$ cat src/rtl/qwd_pkg.sv
package qwd_pkg;

  localparam int KEY_W = 16;
  localparam logic [KEY_W-1:0] KEY_ARM  = 16'h0123;
  localparam logic [KEY_W-1:0] KEY_FIRE = 16'h3210;
  localparam int SHIFT_W = 4;

  // Control-to-datapath strobes
  typedef struct packed {
    logic reload;
    logic freeze;
  } qwdStrobe_t;

  // Prescaler code to log2 of the divide ratio; reserved codes take the slowest rate
  function automatic logic [SHIFT_W-1:0] clkSelToShift(input logic [3:0] code);
    case (code)
      4'h2, 4'h6, 4'h7, 4'h8, 4'h9, 4'hA, 4'hB: return code;
      default: return 4'd13;
    endcase
  endfunction

  // Period code to number of counter bits in use
  function automatic int periodBits(input logic [1:0] sel);
    case (sel)
      2'd0: return 8;
      2'd1: return 12;
      2'd2: return 14;
      default: return 16;
    endcase
  endfunction

endpackage

$ cat src/rtl/qwd_datapath.sv
module qwd_datapath
  import qwd_pkg::*;
#(
  parameter int CNT_W = 16,
  parameter int PRE_W = 13
) (
  input  logic               clk,
  input  logic               rstN,
  input  qwdStrobe_t         strobe,
  input  logic [1:0]         periodSel,
  input  logic [SHIFT_W-1:0] divShift,
  output logic [CNT_W-1:0]   count,
  output logic [1:0]         quarter,
  output logic               running,
  output logic               underflow
);

  logic [CNT_W-1:0] reloadVal;
  logic [PRE_W-1:0] preLimit;
  logic [PRE_W-1:0] preCnt;
  logic             tick;

  always_comb begin
    reloadVal = CNT_W'((33'd1 << periodBits(periodSel)) - 33'd1);
    preLimit  = PRE_W'((32'd1 << divShift) - 32'd1);
  end

  // Elapsed quarter: inverted top two bits of the active counter width
  always_comb begin
    case (periodSel)
      2'd0:    quarter = ~count[7:6];
      2'd1:    quarter = ~count[11:10];
      2'd2:    quarter = ~count[13:12];
      default: quarter = ~count[15:14];
    endcase
  end

  assign tick      = running && !strobe.freeze && (preCnt == preLimit);
  assign underflow = tick && (count == '0) && !strobe.reload;

  always_ff @(posedge clk or negedge rstN) begin
    if (!rstN) begin
      preCnt  <= '0;
      count   <= '0;
      running <= 1'b0;
    end else if (strobe.reload) begin
      preCnt  <= '0;
      count   <= reloadVal;
      running <= 1'b1;
    end else if (running && !strobe.freeze) begin
      if (tick) begin
        preCnt <= '0;
        count  <= (count == '0) ? reloadVal : count - CNT_W'(1);
      end else begin
        preCnt <= preCnt + PRE_W'(1);
      end
    end
  end

  AST_RELOAD_TO_TOP: assert property (@(posedge clk) disable iff (!rstN) strobe.reload |=> (count == $past(reloadVal)) && running) else $error("reload value");
  AST_IDLE_AT_ZERO: assert property (@(posedge clk) disable iff (!rstN) !running |-> count == '0) else $error("idle count");
  AST_UNDERFLOW_WRAPS: assert property (@(posedge clk) disable iff (!rstN) underflow |=> count == $past(reloadVal)) else $error("wrap value");
  AST_FREEZE_HOLDS: assert property (@(posedge clk) disable iff (!rstN) strobe.freeze && !strobe.reload |=> $stable(count)) else $error("freeze");

endmodule

$ cat src/rtl/qwd_ctrl.sv
module qwd_ctrl
  import qwd_pkg::*;
(
  input  logic               clk,
  input  logic               rstN,
  input  logic               cfgWe,
  input  logic [1:0]         cfgPeriod,
  input  logic [3:0]         cfgClkSel,
  input  logic [3:0]         cfgWindow,
  input  logic               cfgSleepHold,
  input  logic               cfgRespReset,
  input  logic               keyWe,
  input  logic [KEY_W-1:0]   keyData,
  input  logic               sleep,
  input  logic               clrUnderflow,
  input  logic               clrRefreshErr,
  input  logic [1:0]         quarter,
  input  logic               running,
  input  logic               underflow,
  output qwdStrobe_t         strobe,
  output logic [1:0]         periodSel,
  output logic [SHIFT_W-1:0] divShift,
  output logic               underflowFlag,
  output logic               refreshErrFlag,
  output logic               irqOut,
  output logic               rstReqOut
);

  logic       cfgLocked;
  logic [3:0] windowReg;
  logic       sleepHoldReg;
  logic       respResetReg;
  logic       armed;
  logic       fire;
  logic       inWindow;
  logic       refErr;

  // Write-once configuration
  always_ff @(posedge clk or negedge rstN) begin
    if (!rstN) begin
      cfgLocked    <= 1'b0;
      periodSel    <= 2'd0;
      divShift     <= clkSelToShift(4'h2);
      windowReg    <= 4'hF;
      sleepHoldReg <= 1'b0;
      respResetReg <= 1'b0;
    end else if (cfgWe && !cfgLocked) begin
      cfgLocked    <= 1'b1;
      periodSel    <= cfgPeriod;
      divShift     <= clkSelToShift(cfgClkSel);
      windowReg    <= cfgWindow;
      sleepHoldReg <= cfgSleepHold;
      respResetReg <= cfgRespReset;
    end
  end

  // Key sequencer: the first key arms, any other write disarms
  always_ff @(posedge clk or negedge rstN) begin
    if (!rstN) armed <= 1'b0;
    else if (keyWe) armed <= (keyData == KEY_ARM);
  end

  assign fire          = keyWe && armed && (keyData == KEY_FIRE);
  assign inWindow      = windowReg[quarter];
  assign refErr        = fire && running && !inWindow;
  assign strobe.reload = fire && (!running || inWindow);
  assign strobe.freeze = sleepHoldReg && sleep;

  // Sticky flags (set wins over clear) and reset pulse
  always_ff @(posedge clk or negedge rstN) begin
    if (!rstN) begin
      underflowFlag  <= 1'b0;
      refreshErrFlag <= 1'b0;
      rstReqOut      <= 1'b0;
    end else begin
      underflowFlag  <= underflow || (underflowFlag && !clrUnderflow);
      refreshErrFlag <= refErr || (refreshErrFlag && !clrRefreshErr);
      rstReqOut      <= respResetReg && (underflow || refErr);
    end
  end

  assign irqOut = !respResetReg && (underflowFlag || refreshErrFlag);

  AST_CFG_WRITE_ONCE: assert property (@(posedge clk) disable iff (!rstN) cfgLocked |=> $stable(periodSel) && $stable(divShift) && $stable(windowReg) && $stable(sleepHoldReg) && $stable(respResetReg)) else $error("config changed");
  AST_KEY_DISARM: assert property (@(posedge clk) disable iff (!rstN) keyWe && (keyData != KEY_ARM) |=> !armed) else $error("sequence kept");
  AST_UF_STICKY: assert property (@(posedge clk) disable iff (!rstN) underflowFlag && !clrUnderflow |=> underflowFlag) else $error("flag lost");
  AST_CLEAR_WORKS: assert property (@(posedge clk) disable iff (!rstN) clrRefreshErr && !refErr |=> !refreshErrFlag) else $error("clear failed");
  AST_RESET_PULSE: assert property (@(posedge clk) disable iff (!rstN) $rose(underflowFlag) && respResetReg |-> rstReqOut) else $error("no reset pulse");

endmodule

$ cat src/rtl/qwd_watchdog.sv
module qwd_watchdog
  import qwd_pkg::*;
#(
  parameter int CNT_W = 16,
  parameter int PRE_W = 13
) (
  input  logic             clk,
  input  logic             rstN,
  input  logic             cfgWe,
  input  logic [1:0]       cfgPeriod,
  input  logic [3:0]       cfgClkSel,
  input  logic [3:0]       cfgWindow,
  input  logic             cfgSleepHold,
  input  logic             cfgRespReset,
  input  logic             keyWe,
  input  logic [15:0]      keyData,
  input  logic             sleep,
  input  logic             clrUnderflow,
  input  logic             clrRefreshErr,
  output logic [CNT_W-1:0] count,
  output logic             underflowFlag,
  output logic             refreshErrFlag,
  output logic             irqOut,
  output logic             rstReqOut
);

  qwdStrobe_t         strobe;
  logic [1:0]         periodSel;
  logic [SHIFT_W-1:0] divShift;
  logic [1:0]         quarter;
  logic               running;
  logic               underflow;

  qwd_ctrl u_ctrl (
    .clk            (clk),
    .rstN           (rstN),
    .cfgWe          (cfgWe),
    .cfgPeriod      (cfgPeriod),
    .cfgClkSel      (cfgClkSel),
    .cfgWindow      (cfgWindow),
    .cfgSleepHold   (cfgSleepHold),
    .cfgRespReset   (cfgRespReset),
    .keyWe          (keyWe),
    .keyData        (keyData),
    .sleep          (sleep),
    .clrUnderflow   (clrUnderflow),
    .clrRefreshErr  (clrRefreshErr),
    .quarter        (quarter),
    .running        (running),
    .underflow      (underflow),
    .strobe         (strobe),
    .periodSel      (periodSel),
    .divShift       (divShift),
    .underflowFlag  (underflowFlag),
    .refreshErrFlag (refreshErrFlag),
    .irqOut         (irqOut),
    .rstReqOut      (rstReqOut)
  );

  qwd_datapath #(
    .CNT_W (CNT_W),
    .PRE_W (PRE_W)
  ) u_datapath (
    .clk       (clk),
    .rstN      (rstN),
    .strobe    (strobe),
    .periodSel (periodSel),
    .divShift  (divShift),
    .count     (count),
    .quarter   (quarter),
    .running   (running),
    .underflow (underflow)
  );

endmodule

$ cat config.mk
export PLATFORM = sky130hd
export DESIGN_NAME = qwd_watchdog
export DESIGN_NICKNAME = d
export VERILOG_FILES = /design/src/rtl/qwd_pkg.sv /design/src/rtl/qwd_datapath.sv /design/src/rtl/qwd_ctrl.sv /design/src/rtl/qwd_watchdog.sv
export SDC_FILE = /design/constraint.sdc
export NUM_CORES = 1
export LEC_CHECK = 0
export BUFFER_PORTS_ARGS = -buffer_cell sky130_fd_sc_hd__buf_2
export CAP_MARGIN = 10
export CORE_MARGIN = 2
export CORE_UTILIZATION = 57
export DETAILED_ROUTE_END_ITERATION = 16
export PLACE_DENSITY_LB_ADDON = 0.05
export SYNTH_ARGS = -nofsm -noshare
export SYNTH_HDL_FRONTEND = slang
export SYNTH_HIERARCHICAL = 1
export SYNTH_SLANG_ARGS = --single-unit
export TNS_END_PERCENT = 30
$ cat constraint.sdc
create_clock -name clk -period 4.1 [get_ports clk]
set_clock_uncertainty 0.15 [all_clocks]
set_input_delay 0.82 -clock clk [delete_from_list [all_inputs] [get_ports clk]]
set_output_delay 0.82 -clock clk [all_outputs]
set_load 0.02 [all_outputs]
==> metrics.cfg, run 1 <==
[run_status]
status=finished clean

[yosys]
synthCells=410
synth_nets=456
synth_edf_count=0
yosys_warnings=6
avgSynthCellArea_um2=8.411
postSynth.asyncResetShare=1.000
yosysSeqAreaShare=0.3429
synth_area_leaders=dfrtp_1 (30%), nand2_1 (5.6%), nor2_1 (4.8%), ha_1 (4.0%), dfstp_2 (3.8%)
synth_top_area_frac=0.3048
synth.distinct_cells=67
netlist_area_um2=3448
yosysTopAreaCell=dfrtp_1
ys.flop_type=dfrtp_1
synth-seq-cells=47

[clock_tree]
clk_pin_slew_ns=0.10
cts_max_path_buffers=2
postCtsHoldBufs=0
cts-resized-gates=0
cts_root_buf=clkbuf_8
cts_made_buffers=5
cts-htree-levels=2
cts_tree=done
post-cts-setup-buffers=0
insertion_delay_ns=0.31
clock_sinks=47

[sta]
fmax_ghz=0.2662
min_period_over_period=0.9163
hold_slack_ns=0.3114
tns_ns=0
setup_viol=0
tightest_slew_ns=1.050
period_minus_slack_ns=3.757
slew_violations=0
setup_ws_ns=0.3433
hold_viol_final=0
rsz0062_at_grt=no
maxSlewHeadroom=0.2997

[grt]
grt_overflow=0
grt_pass1_vias=3157
grt_start_max_net_pins=48
grt_pass1_wl_um=14920
grt_use_total=0.2844
antenna_found_initial=0

[die]
start_util=0.5859
die_h_um=81.78
num_rows=28
core_area_um2=5886
io_pins=55
dieArea_um2=6688
die_w_um=81.78

[critical_path]
critical_path.cell_chain=or4b_2 -> ha_1 -> nor3_1 -> o211ai_1 -> a32o_1 -> or4_4 -> o21ai_0 -> buf_4 -> nor2_1
critPathSlowestCell=or4b_2
crit_fanout=13
timing_worst_setup_path_type=flip-flop to flip-flop
startpoint_type=flip-flop
worstSetupEndpointType=flip-flop
crit_arrival_ns=3.81
critPathMaxStageDelay_ns=0.63
required_ns=4.15
critPathBufInv=1
cp_top_family=simple AND/OR/NAND/NOR gates

[placement]
place_area_um2=3762
post-dp-hpwl_um=6735
io_buffers=54
place_ws_ns=0.2808
gp_congestion=1.048

[final_layout]
final_cell_mix=buf_2 (54), nand2_1 (51), nor2_1 (44)
final_common_cell=buf_2
antenna_cells=0
stdcell_area_um2=3884
area_delta_synth_final_pct=12.63
drive_gt1_frac=0.2031
final_nets=503
final_core_util=0.6599

[power_and_ir_drop]
switching_power_mw=0.2848
clock_power_share=0.346
switching_share=0.2786
power_leakage_nw=1.717
p_int_mw=0.7375
peakVddDrop_v=0.0001628
combPwrFrac=0.164
p_per_area_nw_per_um2=263.2
power.share.sequential=0.490

[job]
cap_violations=0

[detailed_routing]
drc=0
ant_nets=0
drtPass1Iterations=5
wl_um=9120
viasPerCell=6.332
num_vias=3375
drt_iter0_markers=270
wl_per_cell_um=17.11

[min_path]
hold_class=flip-flop to flip-flop

==> cells in the mapped netlist (all sizes together) (7+ instances only) <==
master	n
nor2	44
nand2b	12
a211oi	10
nor2b	7
nor4	12
nand4	8
and2	8
nand2	51
clkbuf	12
ha	11
inv	19
o21ai	10
xnor2	7
nand3	17
xor2	7
o211ai	7
nor3	11
dfrtp	42
buf	9
a21oi	16
==> layer usage <==
metal / vias to the layer above / track usage / share of wire
met5: - / 0 / 0
met4: 0 / 0.09333 / 0.024
met3: 29 / 0.06264 / 0.072
met2: 173 / 0.4480 / 0.44
met1: 1580 / 0.3877 / 0.46
li1: 1593 / - / -
==> state kept, by name (all words and copies together), names as in the netlist <==
name / flops
u_datapath/count: 16
u_datapath/preCnt: 13
u_ctrl/divShift: 4
u_ctrl/windowReg: 4
u_ctrl/periodSel: 2
u_ctrl/armed: 1
u_ctrl/cfgLocked: 1
u_ctrl/refreshErrFlag: 1
u_ctrl/respResetReg: 1
u_ctrl/rstReqOut: 1
u_ctrl/sleepHoldReg: 1
u_ctrl/underflowFlag: 1
u_datapath/running: 1
==> kinds of logic (layout without fill, tap and decap cells) <==
group           after synthesis  in the layout  synth area share
xor+xnor                     14             14           0.03556
flops                        47             47            0.3429
other cells                   1              1          0.001087
simple gates                200            200            0.3026
fa+ha+maj                    11             11           0.03991
buf+inv                      40             88           0.05225
compound gates               93             93            0.2101
mux                           4              4           0.01560
==> power by group through the flow <==
stage	clock, mW	combinational (mW)	sequential (mW)
floorplan	0	0.124	0.501
global placement	0	0.162	0.508
detailed placement	0	0.167	0.509
CTS	0.359	0.167	0.500
global route	0.379	0.190	0.504
finish	0.354	0.168	0.501
==> through the flow <==
step | power, mW | std cells
final | 1.022 | 533
after global routing | 1.072 | 533
after CTS | 1.026 | 533
after detailed placement | 0.6760 | 525
after global placement | 0.6706 | 525
after floorplan | 0.6252 | 410
==> worst paths after layout <==
kind,startpoint,endpoint,slack (ns),cells after the start
max,u_ctrl/divShift[0],u_datapath/preCnt[8],0.34,9
min in group asynchronous,rstN,u_datapath/preCnt[12],0.54,1
max in group asynchronous,rstN,u_datapath/preCnt[2],2.61,1
min,u_ctrl/windowReg[3],u_ctrl/windowReg[3],0.31,2
min reg2reg,u_ctrl/windowReg[3],u_ctrl/windowReg[3],0.31,2
max reg2reg,u_ctrl/divShift[0],u_datapath/preCnt[8],0.34,9
==> cell type report <==
class	count	area, um^2
clock inverters	3	43.79
well taps	75	93.84
repair buffers	61	322.8
multi-input cells	323	2101
inverters	19	71.32
fillers	522	2002
flip-flops and latches	47	1182
clock buffers	5	68.82
==> worst register-to-register path, delay by kind of cell, from the launching register on <==
kind                       cells  cell delay [ns]
and+or+nand+nor                4             1.52
AOI/OAI and AO/OA              3             0.85
DFF                            1             0.57
adders and majority gates      1             0.30
buffers and inverters          1             0.27
(Power assumes the default switching activity.)
==> run 2, diff against run 1 <==
--- a/config.mk
+++ b/config.mk
@@ -8,7 +8,8 @@
 export BUFFER_PORTS_ARGS = -buffer_cell sky130_fd_sc_hd__buf_2
 export CAP_MARGIN = 10
 export CORE_MARGIN = 2
-export CORE_UTILIZATION = 57
+export CORE_UTILIZATION = 59
+export CTS_BUF_LIST = sky130_fd_sc_hd__clkbuf_4 sky130_fd_sc_hd__clkbuf_8
 export DETAILED_ROUTE_END_ITERATION = 16
 export PLACE_DENSITY_LB_ADDON = 0.05
 export SYNTH_ARGS = -nofsm -noshare
==> metrics.cfg, run 2 (synthesis results as in run 1) <==
[clock_tree]
cts_root_buf=clkbuf_8
postCtsHoldBufs=0
clk_pin_slew_ns=0.09
cts_max_path_buffers=2
cts-htree-levels=2
insertion_delay_ns=0.31
clock_sinks=47
cts_made_buffers=5
post-cts-setup-buffers=0
cts-resized-gates=0
cts_tree=done

[final_layout]
final_cell_mix=buf_2 (54), nand2_1 (51), nor2_1 (44)
top_register=u_datapath/count
top_regs=u_datapath/count: 16 flops, u_datapath/preCnt: 13 flops
drive_gt1_frac=0.2082
area_delta_synth_final_pct=12.23
multi_input_area_um2=2092
antenna_cells=0
final_nets=506
seqCellArea_um2=1182
largest_reg_flops=16
fillCellCount=474
layout.cells.non_filler=533
final_common_cell=buf_2

[critical_path]
worstReg2RegEnd=u_datapath/preCnt[6]
crit-reg2reg-launch=u_ctrl/divShift[0]
reg2reg_depth=9
crit_fanout=13
crit_arrival_ns=3.84
required_ns=4.14
timing_worst_setup_path_type=flip-flop to flip-flop
worstSetupEndpointType=flip-flop
r2r_slack_ns=0.31
startpoint_type=flip-flop

[sta]
tightest_slew_ns=1.035
min_period_over_period=0.9253
slew_violations=0
setup_ws_ns=0.3062
setup_viol=0
period_minus_slack_ns=3.794
hold_viol_final=0
fmax_ghz=0.2636
maxSlewHeadroom=0.3098
rsz0062_at_grt=no
tns_ns=0

[detailed_routing]
drc=0
ant_nets=0
wl_per_cell_um=16.87
num_vias=3404
drtPass1Iterations=5
drt_iter0_markers=327
wl_um=8992
viasPerCell=6.386

[placement]
gp_congestion=1.062
post-dp-hpwl_um=6512
place_inst=525
place_ws_ns=0.4007
io_buffers=54

[grt]
antenna_found_initial=0
grt_start_max_net_pins=48
grt_pass1_vias=3177
grt_pass1_wl_um=14970
grt_overflow=0
grt_use_total=0.2952

[min_path]
whs_endpoint=u_ctrl/windowReg[2]
worstHoldStart=u_ctrl/windowReg[2]
hold_class=flip-flop to flip-flop
holdPathStages=2

[die]
die_h_um=80.45
dieArea_um2=6472
core_area_um2=5574
io_pins=55
start_util=0.6186
die_w_um=80.45
num_rows=27

[run_status]
status=finished clean

[job]
cap_violations=0

[power_and_ir_drop]
peakVddDrop_v=0.0001869
p_per_area_nw_per_um2=247.6
power_leakage_nw=1.716

## run 2: changes by cell type in the layout (fill, tap and decap cells not counted)
cell       delta
buf_4         +3
nor4b_2       +1
nor4b_4       -1
bufinv_16     -1
clkbuf_4      +2
clkinv_4      -1
## run 2: critical path, stage by stage (launching register included)
cell       delay [ns]
dfrtp_1          0.55
or4b_2           0.62
ha_1             0.31
xnor2_1          0.13
a211o_1          0.25
a2111oi_2        0.51
nand2_1          0.42
o21ai_0          0.41
buf_4            0.26
nor2_1           0.07
## run 2: cell type report
class,instances,area share
tap,72,0.02328
clock inverter,1,0.001293
sequential,47,0.3055
clock buffer,7,0.02166
multi-input combinational,323,0.5406
timing repair buffer,64,0.08923
inverter,19,0.01843
## run 2: worst max-delay path by stage
stage,from,endpoint,slack [ns],depth (start not counted)
3_5_place_dp,u_ctrl/divShift[0],u_datapath/preCnt[6],0.40,9
2_1_floorplan,u_ctrl/divShift[3],u_datapath/count[15],0.46,11
5_1_grt,u_ctrl/divShift[0],u_datapath/preCnt[6],0.08,9
3_3_place_gp,u_ctrl/periodSel[0],u_datapath/preCnt[11],0.46,14
4_1_cts,u_ctrl/divShift[0],u_datapath/preCnt[6],0.38,9
6_report,u_ctrl/divShift[0],u_datapath/preCnt[6],0.31,9
## run 2: through the flow
stage          hold slack [ns]  utilization  cell area (um^2)  power, mW
2_1_floorplan           0.2870            -              3448     0.6252
5_1_grt                 0.3517       0.6943              3870      1.013
6_report                0.3140       0.6943              3870     0.9583
3_5_place_dp            0.2999       0.6783              3781     0.6737
3_3_place_gp            0.2968       0.6783              3781     0.6694
4_1_cts                 0.3143       0.6943              3870     0.9662
## run 2: metal layers
layer	share of wire	track usage	up-vias
met2	0.43	0.4492	175
li1	-	-	1605
met5	0	0	-
met3	0.073	0.05506	29
met4	0.022	0.1051	0
met1	0.48	0.4184	1595
## run 2: where the power goes
part           internal (mW)  leakage, nW  switching [mW]
Sequential             0.482        0.599          0.0187
Combinational         0.0735         1.07          0.0923
Clock                  0.133       0.0491           0.159
Total                  0.689         1.72           0.270
==> run 3, diff against run 2 <==
--- a/config.mk
+++ b/config.mk
@@ -8,7 +8,7 @@
 export BUFFER_PORTS_ARGS = -buffer_cell sky130_fd_sc_hd__buf_2
 export CAP_MARGIN = 10
 export CORE_MARGIN = 2
-export CORE_UTILIZATION = 59
+export CORE_UTILIZATION = 53
 export CTS_BUF_LIST = sky130_fd_sc_hd__clkbuf_4 sky130_fd_sc_hd__clkbuf_8
 export DETAILED_ROUTE_END_ITERATION = 16
 export PLACE_DENSITY_LB_ADDON = 0.05
==> constraint.sdc (replaced) <==
create_clock -name clk -period 3.3 [get_ports clk]
set_clock_uncertainty 0.15 [all_clocks]
set_input_delay 0.66 -clock clk [delete_from_list [all_inputs] [get_ports clk]]
set_output_delay 0.66 -clock clk [all_outputs]
set_load 0.01 [all_outputs]
==> metrics.cfg, run 3 (synthesis results as in run 1) <==
[run_status]
status=finished clean

[sta]
hold_slack_ns=0.1184
tightest_slew_ns=0.8116
fmax_ghz=0.3108
period_minus_slack_ns=3.217
setup_viol=0
slew_violations=0
rsz0062_at_grt=yes
maxSlewHeadroom=0.4578
min_period_over_period=0.9748
hold_viol_final=0

[die]
die_h_um=84.66
dieArea_um2=7167
io_pins=55
die_w_um=84.66
num_rows=29
core_area_um2=6314
start_util=0.5462

[grt]
grt_overflow=0
grt_start_max_net_pins=31
antenna_found_initial=0
grt_use_total=0.2688
grt_pass1_wl_um=15610
grt_pass1_vias=3208

[clock_tree]
cts_tree=done
postCtsHoldBufs=0
cts_made_buffers=5
cts_max_path_buffers=2
cts_root_buf=clkbuf_8
clk_pin_slew_ns=0.10
insertion_delay_ns=0.30
clock_sinks=47
cts-htree-levels=2

[power_and_ir_drop]
switching_share=0.2811
power_mw=1.251
power.share.sequential=0.489
p_per_area_nw_per_um2=298.3
combPwrFrac=0.194
clock_power_share=0.316
peakVddDrop_v=0.0002618
power_leakage_nw=1.865
p_int_mw=0.8993
switching_power_mw=0.3517

[final_layout]
largest_reg_flops=16
final_cell_mix=buf_2 (54), nand2_1 (51), nor2_1 (43)
top_register=u_datapath/count
final_common_cell=buf_2
antenna_cells=0
final_nets=531
top_regs=u_datapath/count: 16 flops, u_datapath/preCnt: 13 flops
area_delta_synth_final_pct=21.63
drive_gt1_frac=0.2819

[critical_path]
worstSetupEndpointType=flip-flop
critPathSlowestCell=or4_4
startpoint_type=flip-flop
startpoint=u_ctrl/divShift[2]
critical_path.cell_chain=or4b_4 -> ha_4 -> and2_1 -> o211ai_1 -> a21oi_1 -> or4_4 -> o311a_1 -> a221o_1
required_ns=3.35
crit_arrival_ns=3.26
critPathMaxStageDelay_ns=0.66
timing_worst_setup_path_type=flip-flop to flip-flop
crit-reg2reg-launch=u_ctrl/divShift[2]
cp_top_family=simple AND/OR/NAND/NOR gates
critPathBufInv=0
crit_fanout=11

[job]
cap_violations=0

[placement]
io_buffers=54
post-dp-hpwl_um=7106
gp_congestion=0.9882

[detailed_routing]
viasPerCell=6.194
num_vias=3487
ant_nets=0
wl_um=9655
drc=0
drt_iter0_markers=305
wl_per_cell_um=17.15
drtPass1Iterations=5

[min_path]
hold_class=input port to async pin

## run 3: changes by cell type in the layout (fill, tap and decap cells not counted), sizes merged
cell,change
clkdlybuf4s15,+1
clkinv,-1
clkinvlp,+1
buf,+24
## run 3: path summary, 6_finish.rpt
check	to	slack, ns	cells past startpoint
worst min register to register	u_ctrl/windowReg[0]	0.31	2
max in group asynchronous	u_ctrl/divShift[1]	2.10	2
worst max-delay path	u_datapath/count[15]	0.08	8
worst max register to register	u_datapath/count[15]	0.08	8
min in group clk	u_ctrl/windowReg[0]	0.31	2
worst min-delay path	u_datapath/count[1]	0.12	1
## run 3: power groups by stage
stage,sequential [mW],clock (mW),combinational [mW]
2_1_floorplan,0.623,0,0.167
3_3_place_gp,0.623,0,0.229
3_5_place_dp,0.624,0,0.234
4_1_cts,0.612,0.406,0.240
5_1_grt,0.616,0.431,0.269
6_report,0.612,0.395,0.243
## run 3: layout make-up
class                           instances  area (um^2)
Clock buffer                            7        96.34
Clock inverter                          1        7.507
Fill cell                             533         2120
Inverter                               19        71.32
Multi-Input combinational cell        323         2196
Sequential cell                        47         1182
Tap cell                               77        96.34
Timing Repair Buffer                   89        544.3
## run 3: metrics by stage
step | worst slack (ns) | TNS, ns | instance area (um^2) | utilization | instances
finish | 0.08300 | 0 | 4194 | 0.6643 | 563
global route | -0.05032 | -0.06455 | 4194 | 0.6643 | 563
CTS | 0.02993 | 0 | 4075 | 0.6455 | 559
detailed placement | 0.02411 | 0 | 3956 | 0.6266 | 549
global placement | 0.07283 | 0 | 3956 | 0.6266 | 549
floorplan | -0.05038 | -0.07316 | 3497 | - | 410
## run 3: what timing repair did
action,CTS,global route
gates cloned,0,1
pin swaps,0,3
resized for setup,0,19
setup buffers,2,3
endpoints found under the setup margin,2,25
## run 3: per-layer routing
layer / track usage / share of wire
met5: 0 / 0
met4: 0.06205 / 0.011
met3: 0.06490 / 0.082
met2: 0.4188 / 0.45
met1: 0.3803 / 0.46
